## src/rtl/hs_entry_pkg.sv

```systemverilog
package hs_entry_pkg;

    // Phase of the leader hunt within one high-speed burst
    typedef enum logic [1:0] {
        HP_IDLE = 2'd0,   // lane in stop state, no burst running
        HP_HUNT = 2'd1,   // burst running, leader not yet seen
        HP_LOCK = 2'd2    // leader seen, bytes are being delivered
    } hunt_phase_e;

endpackage

```

## src/rtl/hs_burst_timer.sv

```systemverilog
module hs_burst_timer #(
    parameter int CNT_W = 8
) (
    input  logic             clk_i,
    input  logic             rst_ni,
    input  logic             lp_stop_i,
    input  logic [CNT_W-1:0] term_cnt_i,
    input  logic [CNT_W-1:0] settle_cnt_i,
    output logic             term_en_o,
    output logic             window_open_o
);
    localparam int          TMR_W   = CNT_W + 1;
    localparam logic [TMR_W-1:0] TMR_MAX = '1;

    typedef struct packed {
        logic [TMR_W-1:0] cnt;
        logic             term_en;
    } tmr_t;

    tmr_t tmr_d, tmr_q;

    always_comb begin
        tmr_d = tmr_q;
        if (lp_stop_i) begin
            tmr_d.cnt     = '0;
            tmr_d.term_en = 1'b0;
        end else begin
            if (tmr_q.cnt != TMR_MAX) begin
                tmr_d.cnt = tmr_q.cnt + 1'b1;
            end
            tmr_d.term_en = (tmr_q.cnt >= {1'b0, term_cnt_i});
        end
    end

    always_ff @(posedge clk_i or negedge rst_ni) begin
        if (!rst_ni) begin
            tmr_q <= '0;
        end else begin
            tmr_q <= tmr_d;
        end
    end

    assign term_en_o     = tmr_q.term_en;
    assign window_open_o = !lp_stop_i && (tmr_q.cnt >= {1'b0, settle_cnt_i});

    AST_TERM_DROPS: assert property (@(posedge clk_i) disable iff (!rst_ni)
        lp_stop_i |=> !term_en_o);
    AST_TERM_HOLDS: assert property (@(posedge clk_i) disable iff (!rst_ni)
        (term_en_o && !lp_stop_i) |=> term_en_o);
    AST_CNT_SATURATES: assert property (@(posedge clk_i) disable iff (!rst_ni)
        (tmr_q.cnt == TMR_MAX && !lp_stop_i) |=> tmr_q.cnt == TMR_MAX);

endmodule

```

## src/rtl/hs_sync_hunter.sv

```systemverilog
module hs_sync_hunter
    import hs_entry_pkg::*;
#(
    parameter int BYTE_W = 8
) (
    input  logic              clk_i,
    input  logic              rst_ni,
    input  logic              lp_stop_i,
    input  logic              window_open_i,
    input  logic [BYTE_W-1:0] byte_i,
    input  logic [BYTE_W-1:0] sync_pat_i,
    output logic [BYTE_W-1:0] byte_o,
    output logic              byte_valid_o,
    output logic              sync_err_o
);
    typedef struct packed {
        hunt_phase_e       phase;
        logic [BYTE_W-1:0] data;
        logic              valid;
        logic              err;
    } hunt_t;

    hunt_t hunt_d, hunt_q;
    logic  pat_hit;

    assign pat_hit = window_open_i && (byte_i == sync_pat_i);

    always_comb begin
        hunt_d       = hunt_q;
        hunt_d.valid = 1'b0;
        hunt_d.err   = 1'b0;
        if (lp_stop_i) begin
            hunt_d.phase = HP_IDLE;
            hunt_d.err   = (hunt_q.phase == HP_HUNT);
        end else begin
            unique case (hunt_q.phase)
                HP_LOCK: begin
                    hunt_d.valid = 1'b1;
                    hunt_d.data  = byte_i;
                end
                default: begin
                    hunt_d.phase = pat_hit ? HP_LOCK : HP_HUNT;
                end
            endcase
        end
    end

    always_ff @(posedge clk_i or negedge rst_ni) begin
        if (!rst_ni) begin
            hunt_q       <= '0;
            hunt_q.phase <= HP_IDLE;
        end else begin
            hunt_q <= hunt_d;
        end
    end

    assign byte_o       = hunt_q.data;
    assign byte_valid_o = hunt_q.valid;
    assign sync_err_o   = hunt_q.err;

    AST_VALID_DROPS: assert property (@(posedge clk_i) disable iff (!rst_ni)
        lp_stop_i |=> !byte_valid_o);
    AST_VALID_STAYS: assert property (@(posedge clk_i) disable iff (!rst_ni)
        (byte_valid_o && !lp_stop_i) |=> byte_valid_o);
    AST_ERR_ONE_CYCLE: assert property (@(posedge clk_i) disable iff (!rst_ni)
        sync_err_o |=> !sync_err_o);
    AST_ERR_AFTER_STOP: assert property (@(posedge clk_i) disable iff (!rst_ni)
        sync_err_o |-> $past(lp_stop_i));
    AST_ERR_NOT_VALID: assert property (@(posedge clk_i) disable iff (!rst_ni)
        sync_err_o |-> !byte_valid_o);

endmodule

```

## src/rtl/hs_entry_detector.sv

```systemverilog
module hs_entry_detector #(
    parameter int BYTE_W = 8,
    parameter int CNT_W  = 8
) (
    input  logic              clk_i,
    input  logic              rst_ni,
    input  logic              lp_stop_i,
    input  logic [BYTE_W-1:0] byte_i,
    input  logic [CNT_W-1:0]  term_cnt_i,
    input  logic [CNT_W-1:0]  settle_cnt_i,
    input  logic [BYTE_W-1:0] sync_pat_i,
    output logic              term_en_o,
    output logic [BYTE_W-1:0] byte_o,
    output logic              byte_valid_o,
    output logic              sync_err_o
);
    logic window_open;

    hs_burst_timer #(
        .CNT_W (CNT_W)
    ) i_timer (
        .clk_i         (clk_i),
        .rst_ni        (rst_ni),
        .lp_stop_i     (lp_stop_i),
        .term_cnt_i    (term_cnt_i),
        .settle_cnt_i  (settle_cnt_i),
        .term_en_o     (term_en_o),
        .window_open_o (window_open)
    );

    hs_sync_hunter #(
        .BYTE_W (BYTE_W)
    ) i_hunter (
        .clk_i         (clk_i),
        .rst_ni        (rst_ni),
        .lp_stop_i     (lp_stop_i),
        .window_open_i (window_open),
        .byte_i        (byte_i),
        .sync_pat_i    (sync_pat_i),
        .byte_o        (byte_o),
        .byte_valid_o  (byte_valid_o),
        .sync_err_o    (sync_err_o)
    );

    AST_IDLE_QUIET: assert property (@(posedge clk_i) disable iff (!rst_ni)
        (lp_stop_i && $past(lp_stop_i)) |=> !(term_en_o || byte_valid_o || sync_err_o));

endmodule

```

## config.mk

```make
export PLATFORM = sky130hd
export DESIGN_NAME = hs_entry_detector
export DESIGN_NICKNAME = d
export VERILOG_FILES = /design/src/rtl/hs_entry_pkg.sv /design/src/rtl/hs_burst_timer.sv /design/src/rtl/hs_sync_hunter.sv /design/src/rtl/hs_entry_detector.sv
export SDC_FILE = /design/constraint.sdc
export NUM_CORES = 1
export LEC_CHECK = 0
export BUFFER_PORTS_ARGS = -buffer_cell sky130_fd_sc_hd__clkbuf_2
export CAP_MARGIN = 20
export CELL_PAD_IN_SITES_DETAIL_PLACEMENT = 0
export CELL_PAD_IN_SITES_GLOBAL_PLACEMENT = 1
export CORE_UTILIZATION = 35
export CTS_BUF_LIST = sky130_fd_sc_hd__clkbuf_8
export DETAILED_ROUTE_END_ITERATION = 6
export PLACE_DENSITY = 0.79
export SYNTH_ARGS = -nofsm -noshare
export SYNTH_HDL_FRONTEND = slang
export SYNTH_SLANG_ARGS = --single-unit
```

## constraint.sdc

```tcl
create_clock -name clk_i -period 2.7 [get_ports clk_i]
set_input_delay 0.405 -clock clk_i [delete_from_list [all_inputs] [get_ports clk_i]]
set_output_delay 0.405 -clock clk_i [all_outputs]
set_load 0.01 [all_outputs]
```

==> qor.txt, run 1 <==
PwrDens - 390 nW/um^2
reg2reg end - i_timer.tmr_q[8]$_DFFE_PN0P_
met3 usage - 3.62%
max_cap viols - 0
syn_nets - 197
total CTS buffers - 3
CTS Buffer Depth - 2
setup slack, reg-to-reg - 930 ps
Setup Skew - 2.35 ps
CTS Sinks - 22
# resized after CTS - 0
Post CTS Setup Buffer Count - 0
fmax - 564 MHz
final wirelength - 2.71 mm
register area share after synthesis - 38.1%
post-route ant nets - 0
fin nets - 236
Layout Utilization - 44.9%
Synth Cell Area - 1440 sq um
Hold Crit Class - primary input to async pin
Synth cell types - 28
post-synth top area share - 38.1%
Crit Path Class - flip-flop to flip-flop
Avg Vias per Cell - 4.68
RePlAce Congestion - 0.692
Arr. time, crit path - 1920 ps
first-pass GRT wire length - 4.62 mm
CTS tree - built
largest net degree at the start of global routing - 23
CP cell instances - ha_1, nand3_1, nor2_1, ha_1, a21oi_1, nand4_1, xor2_1, nor2_1
CP endpoint kind - flip-flop
Die ar. - 4390 sq um
GR Layer Usage met2 - 25.6%
Core ar. - 3800 sq um
# DRC - 0
hpwl dp - 2.25 mm
final number of setup-violating endpoints - 0
routed length per placed instance - 11.8 um
Slowest-stage cell, CP - dfrtp_1
worst rel slew slack - 64.8%
type of element launching the critical path - flip-flop
overall die width - 66.2 um
setup TNS - 0 ps
pins over their slew limit - 0
clock transition at the registers of the reported paths - 80 ps
later-pin clock latency in the skew report - 260 ps
gr usage total - 14.0%
H-tree levels - 1
diodes inserted - 0
Die Y - 66.2 um
num ports - 46
RR Startpoint - i_timer.tmr_q[2]$_DFFE_PN0P_
synth warn - 0
endpoint required time on the critical path - 2840 ps
register bit count reported by yosys - 22
root buf cell - clkbuf_8
average size of a mapped cell - 10.0 sq um
initial drt markers - 25
CTS Hold Buffers Added - 0
Synth area leader - dfrtp_1
minimum clock period - 1770 ps
R2R cell count - 8
crit-path max FO - 7
Post-Syn Instances - 144
GRT Residual Overflow - 0
starting density of the core - 38.0%
Top Usage Layer GRT - met2
status - finished clean
Fill cells - 361
# rows - 22
met1 GRT Util - 16.0%
share of cells above drive strength 1 - 28.6%
vias - 1077
top cells by area, synth - dfrtp_1 (38%), ha_1 (16%), mux2_1 (6.2%)
PortBufs - 45
Layout area overhead - 18.1%
unrepaired setup endpoints after global routing - no
worst slew pin tran - 528 ps
antenna violations before repair - 0
drt first pass iters - 4
slowest stage delay, CP - 440 ps
Final Hold Vio Count - 0
vias in the first global route - 1093
Lkg Pwr - 0.969 nW
period utilization - 65.7%
VDD IR max - 0.210 mV
==> worst max-delay path, delay by kind of cell, from the launching register on <==
family	cells	cell delay, ps
AOI/OAI and AO/OA	1	140
xor gates and xnor gates	1	140
adders and majority gates	2	520
DFF	1	440
and+or+nand+nor	4	420
==> power by group <==
group / total, mW / switching [mW] / internal [mW]
Combinational: 0.0920 / 0.0469 / 0.0452
Clock: 0.232 / 0.102 / 0.130
Sequential: 0.341 / 0.00680 / 0.335
Total: 0.665 / 0.156 / 0.510
==> Yosys cell counts <==
library cell,n
dfrtp_1,22
ha_1,18
inv_1,17
nor2_1,14
xor2_1,10
buf_4,8
mux2_1,8
a21oi_1,6
nand4_1,5
xnor2_1,5
nand2_1,4
nor2b_1,4
nand3_1,3
clkbuf_1,2
mux2i_1,2
nor3_1,2
nor4_2,2
o21ai_0,2
a21o_1,1
a21oi_2,1
and2_1,1
buf_6,1
nand2b_1,1
nand4b_1,1
o211ai_1,1
o221ai_1,1
o311a_1,1
or2_1,1
==> cell families after synthesis <==
family / after synthesis / share of synthesized area (%)
AOI/OAI and AO/OA: 13 / 5.72
xor gates and xnor gates: 15 / 9.10
adders and majority gates: 18 / 15.6
buffers and inverters: 28 / 9.88
DFF: 22 / 38.1
muxes: 10 / 7.63
and+or+nand+nor: 38 / 14.0
==> final cells by class <==
type / count / area [sq um] / share of cell area [%]
multi-input combinational: 94 / 751 / 44.0
sequential: 22 / 551 / 32.3
timing repair buffer: 45 / 225 / 13.2
inverter: 17 / 63.8 / 3.74
tap: 48 / 60.1 / 3.52
clock buffer: 4 / 55.1 / 3.23
==> registers in the layout, summed over array words and instances (netlist names) <==
name                   flops
i_timer.tmr_q              9
i_hunter.byte_o            8
i_hunter.hunt_q            2
i_hunter.byte_valid_o      1
i_hunter.sync_err_o        1
i_timer.term_en_o          1
==> metrics by stage <==
stage | hold slack, ps | total power [mW] | cells | worst slack [ps] | cell area (sq um)
2_1_floorplan | 109 | 0.395 | 144 | 1010 | 1440
3_3_place_gp | 405 | 0.436 | 226 | 962 | 1650
3_5_place_dp | 408 | 0.442 | 226 | 927 | 1650
4_1_cts | 123 | 0.674 | 230 | 911 | 1710
5_1_grt | 152 | 0.703 | 230 | 766 | 1710
6_report | 105 | 0.665 | 230 | 926 | 1710
==> routing by layer <==
metal / vias to the layer above / wire [um]
met4: 0 / 0
met2: 18 / 1480
met3: 0 / 79
met1: 510 / 1150
li1: 549 / -
met5: - / 0
==> cells in the final DEF (no fill, tap or decap), types with 3 or more instances in the layout <==
cell	Yosys	layout
clkbuf_2	0	45
dfrtp_1	22	22
nand4_1	5	5
inv_1	17	17
nand2_1	4	4
clkbuf_8	0	4
nand3_1	3	3
xnor2_1	5	5
nor2_1	14	14
nor2b_1	4	4
xor2_1	10	10
a21oi_1	6	6
mux2_1	8	8
ha_1	18	18
==> worst max-delay path by stage <==
stage | start | to | cells past startpoint
floorplan | i_timer.tmr_q[1]$_DFFE_PN0P_ | i_timer.tmr_q[8]$_DFFE_PN0P_ | 9
global placement | i_timer.tmr_q[2]$_DFFE_PN0P_ | i_timer.tmr_q[8]$_DFFE_PN0P_ | 8
detailed placement | i_timer.tmr_q[2]$_DFFE_PN0P_ | i_timer.tmr_q[6]$_DFFE_PN0P_ | 8
CTS | i_timer.tmr_q[2]$_DFFE_PN0P_ | i_timer.tmr_q[6]$_DFFE_PN0P_ | 8
global route | i_timer.tmr_q[1]$_DFFE_PN0P_ | i_timer.tmr_q[6]$_DFFE_PN0P_ | 8
finish | i_timer.tmr_q[2]$_DFFE_PN0P_ | i_timer.tmr_q[8]$_DFFE_PN0P_ | 8
Note: power is estimated with default switching activity, not from simulation.
==> run 2, diff against run 1 <==
--- a/config.mk
+++ b/config.mk
@@ -12,7 +12,7 @@
 export CORE_UTILIZATION = 35
 export CTS_BUF_LIST = sky130_fd_sc_hd__clkbuf_8
 export DETAILED_ROUTE_END_ITERATION = 6
-export PLACE_DENSITY = 0.79
+export PLACE_DENSITY = 0.82
 export SYNTH_ARGS = -nofsm -noshare
 export SYNTH_HDL_FRONTEND = slang
 export SYNTH_SLANG_ARGS = --single-unit
==> constraint.sdc (replaced) <==
create_clock -name clk_i -period 1.51 [get_ports clk_i]
set_input_delay 0.2265 -clock clk_i [delete_from_list [all_inputs] [get_ports clk_i]]
set_output_delay 0.2265 -clock clk_i [all_outputs]
set_load 0.01 [all_outputs]
==> run 2 against run 1 <==
The flow now finishes with violations (setup timing). Non-clock buffer count increased by 24. Via count grew 8.0%. Die area unchanged. Core utilization up 7.9 points.
==> qor.txt, run 2 (same netlist as run 1, synthesis figures left out) <==
status - finished with violations
failing checks - setup timing
minimum clock period - 1530 ps
Worst Setup EP - i_timer.tmr_q[8]$_DFFE_PN0P_
post-route ant nets - 0
Setup Skew - 0.788 ps
num ports - 46
Die ar. - 4390 sq um
hpwl dp - 2.20 mm
diodes inserted - 0
Core ar. - 3800 sq um
endpoint required time on the critical path - 1660 ps
Final Hold Vio Count - 0
largest reg by FF count - i_timer.tmr_q
routed length per placed instance - 10.8 um
drt first pass iters - 4
worst slew pin tran - 553 ps
H-tree levels - 1
period utilization - 101%
max_cap viols - 0
CTS Sinks - 22
share of cells above drive strength 1 - 44.7%
commonest non-fill, non-tap cell in the layout - clkbuf_2
Lkg Pwr - 1.09 nW
total CTS buffers - 3
reg2reg end - i_timer.tmr_q[8]$_DFFE_PN0P_
Final WS setup - -22.0 ps
antenna violations before repair - 0
root buf cell - clkbuf_8
worst slack at placement - -167 ps
fin nets - 260
Avg Vias per Cell - 4.58
Die Y - 66.2 um
most frequent cells in the layout - clkbuf_2 (45), dfrtp_1 (22), buf_4 (20)
Hold Crit Class - primary input to flip-flop
GRT Residual Overflow - 0
Crit Path Class - flip-flop to flip-flop
vias - 1163
gr usage total - 13.9%
first-pass GRT wire length - 4.66 mm
pins over their slew limit - 0
unrepaired setup endpoints after global routing - yes
Slowest-stage cell, CP - dfrtp_1
total stage count of the critical path - 8
Largest register FFs - 9
final wirelength - 2.74 mm
setup slack, reg-to-reg - -20 ps
crit-path max FO - 7
Layout area overhead - 38.8%
clock transition at the registers of the reported paths - 70 ps
type of element launching the critical path - flip-flop
VDD IR max - 0.614 mV
CP endpoint kind - flip-flop
CP bufs+invs - 0
slowest stage delay, CP - 400 ps
CP cell instances - ha_2, nand3_2, nor2_4, ha_4, a21oi_4, nand4_1, xor2_1, nor2_1
final number of setup-violating endpoints - 3
later-pin clock latency in the skew report - 260 ps
R2R cell count - 8
CP top delay family - adder cells
PortBufs - 45
overall die width - 66.2 um
starting density of the core - 38.0%
RR Startpoint - i_timer.tmr_q[2]$_DFFE_PN0P_
post-route insts no fill - 254
CTS tree - built
worst rel slew slack - 63.1%
Arr. time, crit path - 1690 ps
largest net degree at the start of global routing - 23
Critical Path Source - i_timer.tmr_q[2]$_DFFE_PN0P_
initial drt markers - 29
fmax - 653 MHz
RePlAce Congestion - 0.754
PwrDens - 622 nW/um^2
Placed Cells - 239
CTS Buffer Depth - 2
Layout Utilization - 52.8%
# rows - 22
vias in the first global route - 1085
# DRC - 0
-- run 2: cell count changes in the layout (fill, tap and decap cells not counted), moves of 2 or more --
cell and delta:
ha_1 -4, buf_6 +3, buf_4 +20, nand3_2 +2, nor2_4 +2, a21oi_2 +4
a21oi_1 -5, o21ai_0 -2, nand3_1 -2, nor2_1 -2, ha_4 +3
-- run 2: stage by stage --
step / hold WS [ps] / cell area (sq um) / TNS (ps) / power [mW]
floorplan: -69.1 / 1470 / -175 / 0.707
global placement: 245 / 1760 / -454 / 0.804
detailed placement: 239 / 1760 / -569 / 0.807
CTS: 200 / 1900 / -19.3 / 1.25
global route: 204 / 2000 / -826 / 1.32
finish: 205 / 2000 / -47.5 / 1.25
-- run 2: final cells by class --
class	count	area (sq um)
well taps	48	60.1
fillers	356	1790
clock buffers	4	55.1
flip-flops and latches	22	551
inverters	17	63.8
multi-input cells	94	856
repair buffers	69	419
-- run 2: routing by layer --
metal | global-route usage [%] | up-vias | wire length, um
met5 | 0 | - | 0
met4 | 2.39 | 0 | 25
met3 | 3.62 | 4 | 86
met2 | 24.4 | 13 | 1440
met1 | 17.3 | 545 | 1200
li1 | - | 601 | -
-- run 2: timing repair --
action	CTS	global route
buffers inserted	6	4
pin swaps	6	15
endpoints found under the setup margin	8	18
hold buffers	1	0
endpoints found under the hold margin	22	0
resized for setup	7	14
-- run 2: worst min path at each step --
stage              start                             end  slack (ps)  depth (start not counted)
6_report       byte_i[7]  i_hunter.byte_o[7]$_DFFE_PN0P_         200                          2
5_1_grt        byte_i[1]  i_hunter.byte_o[1]$_DFFE_PN0P_         200                          2
4_1_cts        byte_i[7]  i_hunter.byte_o[7]$_DFFE_PN0P_         200                          2
3_5_place_dp      rst_ni    i_timer.tmr_q[7]$_DFFE_PN0P_         240                          1
3_3_place_gp      rst_ni    i_timer.tmr_q[7]$_DFFE_PN0P_         240                          1
2_1_floorplan     rst_ni  i_hunter.byte_o[0]$_DFFE_PN0P_         -70                          0
-- run 2: worst register-to-register path: cells and delay by family (launching register included) --
kind	cells	cell delay (ps)
xor gates and xnor gates	1	150
and+or+nand+nor	4	380
DFF	1	400
AOI/OAI and AO/OA	1	70
adders and majority gates	2	420
-- run 2: power by group --
group	switching, mW	internal (mW)
Clock	0.182	0.232
Sequential	0.00891	0.598
Combinational	0.104	0.121
==> run 3, diff against run 2 <==
--- a/config.mk
+++ b/config.mk
@@ -5,14 +5,15 @@
 export SDC_FILE = /design/constraint.sdc
 export NUM_CORES = 1
 export LEC_CHECK = 0
+export ABC_AREA = 1
 export BUFFER_PORTS_ARGS = -buffer_cell sky130_fd_sc_hd__clkbuf_2
 export CAP_MARGIN = 20
 export CELL_PAD_IN_SITES_DETAIL_PLACEMENT = 0
 export CELL_PAD_IN_SITES_GLOBAL_PLACEMENT = 1
-export CORE_UTILIZATION = 35
+export CORE_UTILIZATION = 34
 export CTS_BUF_LIST = sky130_fd_sc_hd__clkbuf_8
 export DETAILED_ROUTE_END_ITERATION = 6
-export PLACE_DENSITY = 0.82
+export PLACE_DENSITY = 0.83
 export SYNTH_ARGS = -nofsm -noshare
 export SYNTH_HDL_FRONTEND = slang
 export SYNTH_SLANG_ARGS = --single-unit
==> run 3 against run 2 <==
The flow still finishes with violations (setup timing). Core utilization fell by 8.0 points. Critical path depth stayed put. Clock skew is 3.2 ps higher. Highest routed layer unchanged. Non-clock buffer count fell by 17. Critical path type unchanged. Clock power decreased by 14%. Cell count increased by 30%. Register-to-register slack better by 20 ps. Global-route usage rose by 0.76 points. Critical endpoint is now i_timer.tmr_q[3]$_DFFE_PN0P_. Via count rose by 24%. Synthesized area rose by 14%.
==> qor.txt, run 3 <==
most frequent cells in the layout - nand2_1 (64), clkbuf_2 (45), inv_1 (44)
Post-synth EDFFs - 0
H-tree levels - 1
crit-path max FO - 5
Synth Cell Area - 1640 sq um
total stage count of the critical path - 8
slowest stage delay, CP - 370 ps
overall die width - 71.5 um
GRT Residual Overflow - 0
Routed met1 length - 1.79 mm
Synth Area in XOR/XNOR - 0.534%
# rows - 24
top cells by area, synth - dfrtp_1 (34%), nand2_1 (15%), ha_1 (14%)
average size of a mapped cell - 7.07 sq um
CP endpoint kind - flip-flop
main combinational cell family by area after synthesis - simple AND/OR/NAND/NOR gates
max_cap viols - 0
synth warn - 0
PortBufs - 45
Most used DFF post-synth - dfrtp_1
drt first pass iters - 4
Lkg Pwr - 1.17 nW
failing checks - setup timing
vias - 1447
largest net degree at the start of global routing - 23
Avg Vias per Cell - 4.40
PwrDens - 621 nW/um^2
Hold Crit Class - primary input to flip-flop
met2 WL - 1.60 mm
Final WS setup - -0.916 ps
Async S/R FF share, synth - 100%
R2R cell count - 8
antenna violations before repair - 0
final number of setup-violating endpoints - 1
unrepaired setup endpoints after global routing - yes
hold_ws - 208 ps
gr usage total - 14.7%
vias in the first global route - 1369
fmax - 662 MHz
fin nets - 332
Top cell by count, worst path - ha_2
diodes inserted - 0
num ports - 46
Final Hold Vio Count - 0
CTS tree - built
CP bufs+invs - 1
CTS Sinks - 22
minimum clock period - 1510 ps
Synth cell types - 22
most common cell in the netlist - nand2_1
Slowest-stage cell, CP - dfrtp_1
Die ar. - 5110 sq um
Setup Skew - 4.03 ps
Synth Area in Compound Gates - 9.00%
worst slack at placement - -24.7 ps
Synth area leader - dfrtp_1
Largest register FFs - 9
RePlAce Congestion - 0.780
Placed Cells - 323
commonest non-fill, non-tap cell in the layout - nand2_1
final wirelength - 3.48 mm
CP cell instances - ha_2, nand3_2, nor3_2, ha_2, inv_1, nand2_1, o21ai_0, a21oi_1
CTS Buffer Depth - 2
Post-Synth Adder-Cell Area - 13.7%
initial drt markers - 54
post-route ant nets - 0
hpwl dp - 2.78 mm
Post-Syn Instances - 232
type of element launching the critical path - flip-flop
max layer used - met4
largest reg by FF count - i_timer.tmr_q
share of cells above drive strength 1 - 27.4%
first-pass GRT wire length - 5.99 mm
syn_nets - 285
routed length per placed instance - 10.6 um
register area share after synthesis - 33.6%
Arr. time, crit path - 1700 ps
clock transition at the registers of the reported paths - 80 ps
met3 wire length - 62 um
status - finished with violations
Crit Path Class - flip-flop to flip-flop
register area - 556 sq um
Hold Path Depth - 3
pins over their slew limit - 0
post-synth top area share - 33.6%
register bit count reported by yosys - 22
later-pin clock latency in the skew report - 260 ps
post-route insts no fill - 329
synth cell count leaders - nand2_1 (64), inv_1 (44), dfrtp_1 (22)
Layout Utilization - 44.8%
post-synthesis simple-gate area fraction - 28.0%
worst rel slew slack - 63.3%
VDD IR max - 0.398 mV
area taken by multi-input logic gates - 900 sq um
starting density of the core - 36.4%
period utilization - 100%
Layout area overhead - 23.0%
Die Y - 71.5 um
total CTS buffers - 3
root buf cell - clkbuf_8
endpoint required time on the critical path - 1690 ps
# DRC - 0
CP top delay family - adder cells
Fill cells - 498
worst slew pin tran - 550 ps
Core ar. - 4500 sq um
mux share of post-synthesis cell area - 0%
==> run 3: changes by cell type in the layout (fill, tap and decap cells not counted), sizes merged, moves of 3 or more <==
cell / before / now
a21oi: 7 / 12
buf: 23 / 6
inv: 17 / 47
mux2: 8 / 0
nand2: 4 / 66
nand3: 3 / 10
nor2: 14 / 17
nor2b: 4 / 0
nor3: 2 / 5
o21ai: 2 / 16
xnor2: 5 / 1
xor2: 10 / 0
==> run 3: area by class of cell <==
type	count	share of cell area (%)
Clock buffer	3	2.05
Inverter	47	8.74
Multi-Input combinational cell	153	44.6
Sequential cell	22	27.5
Tap cell	52	3.22
Timing Repair Buffer	52	13.9
==> run 3: logic make-up after synthesis <==
family                     after synthesis
and+or+nand+nor                        105
buffers and inverters                   57
AOI/OAI and AO/OA                       29
DFF                                     22
adders and majority gates               18
xor gates and xnor gates                 1
==> run 3: through the flow <==
| step | instance area, sq um | total power, mW | TNS [ps] |
|---|---|---|---|
| 2_1_floorplan | 1640 | 0.818 | 0 |
| 3_3_place_gp | 1890 | 0.903 | -15.6 |
| 3_5_place_dp | 1890 | 0.908 | -37.2 |
| 4_1_cts | 1950 | 1.27 | 0 |
| 5_1_grt | 2020 | 1.34 | -457 |
| 6_report | 2020 | 1.25 | -0.916 |
==> run 3: final timing paths <==
| kind | startpoint | endpoint | slack [ps] |
|---|---|---|---|
| max | i_timer.tmr_q[2]$_DFFE_PN0P_ | i_timer.tmr_q[3]$_DFFE_PN0P_ | -0.9 |
| min | byte_i[7] | i_hunter.byte_o[7]$_DFFE_PN0P_ | 210 |
| max reg2reg | i_timer.tmr_q[2]$_DFFE_PN0P_ | i_timer.tmr_q[3]$_DFFE_PN0P_ | -0.9 |
| min reg2reg | i_hunter.hunt_q[11]$_DFFE_PN0N_ | i_hunter.sync_err_o$_DFF_PN0_ | 450 |
| max in group asynchronous | rst_ni | i_timer.tmr_q[4]$_DFFE_PN0P_ | 630 |
| min in group asynchronous | rst_ni | i_hunter.byte_o[0]$_DFFE_PN0P_ | 490 |
==> run 3: report_power, final <==
part	leakage (nW)	internal (mW)	total, mW	switching [mW]
logic	0.869	0.115	0.259	0.144
registers	0.284	0.621	0.640	0.0198
clock network	0.0216	0.178	0.355	0.177
==> run 3: repair_timing <==
action,4_1_cts,5_1_grt
setup buffers,0,2
pin swaps,0,1
cloned,0,0
hold endpoints to repair,22,0
resized for setup,5,10
endpoints found under the setup margin,2,11
hold buffers,1,0
==> run 3: worst reg2reg max path: cells and delay by family, from the launching register on <==
family / cells / cell delay [ps]
fa+ha+maj: 2 / 460
flops: 1 / 370
simple gates: 3 / 310
buf+inv: 1 / 110
compound gates: 2 / 190
==> run 3: per-layer routing <==
metal	up-vias	track usage, %
met5	-	0
met3	4	2.67
met1	623	20.0
li1	801	-
met4	0	3.05
met2	19	24.7
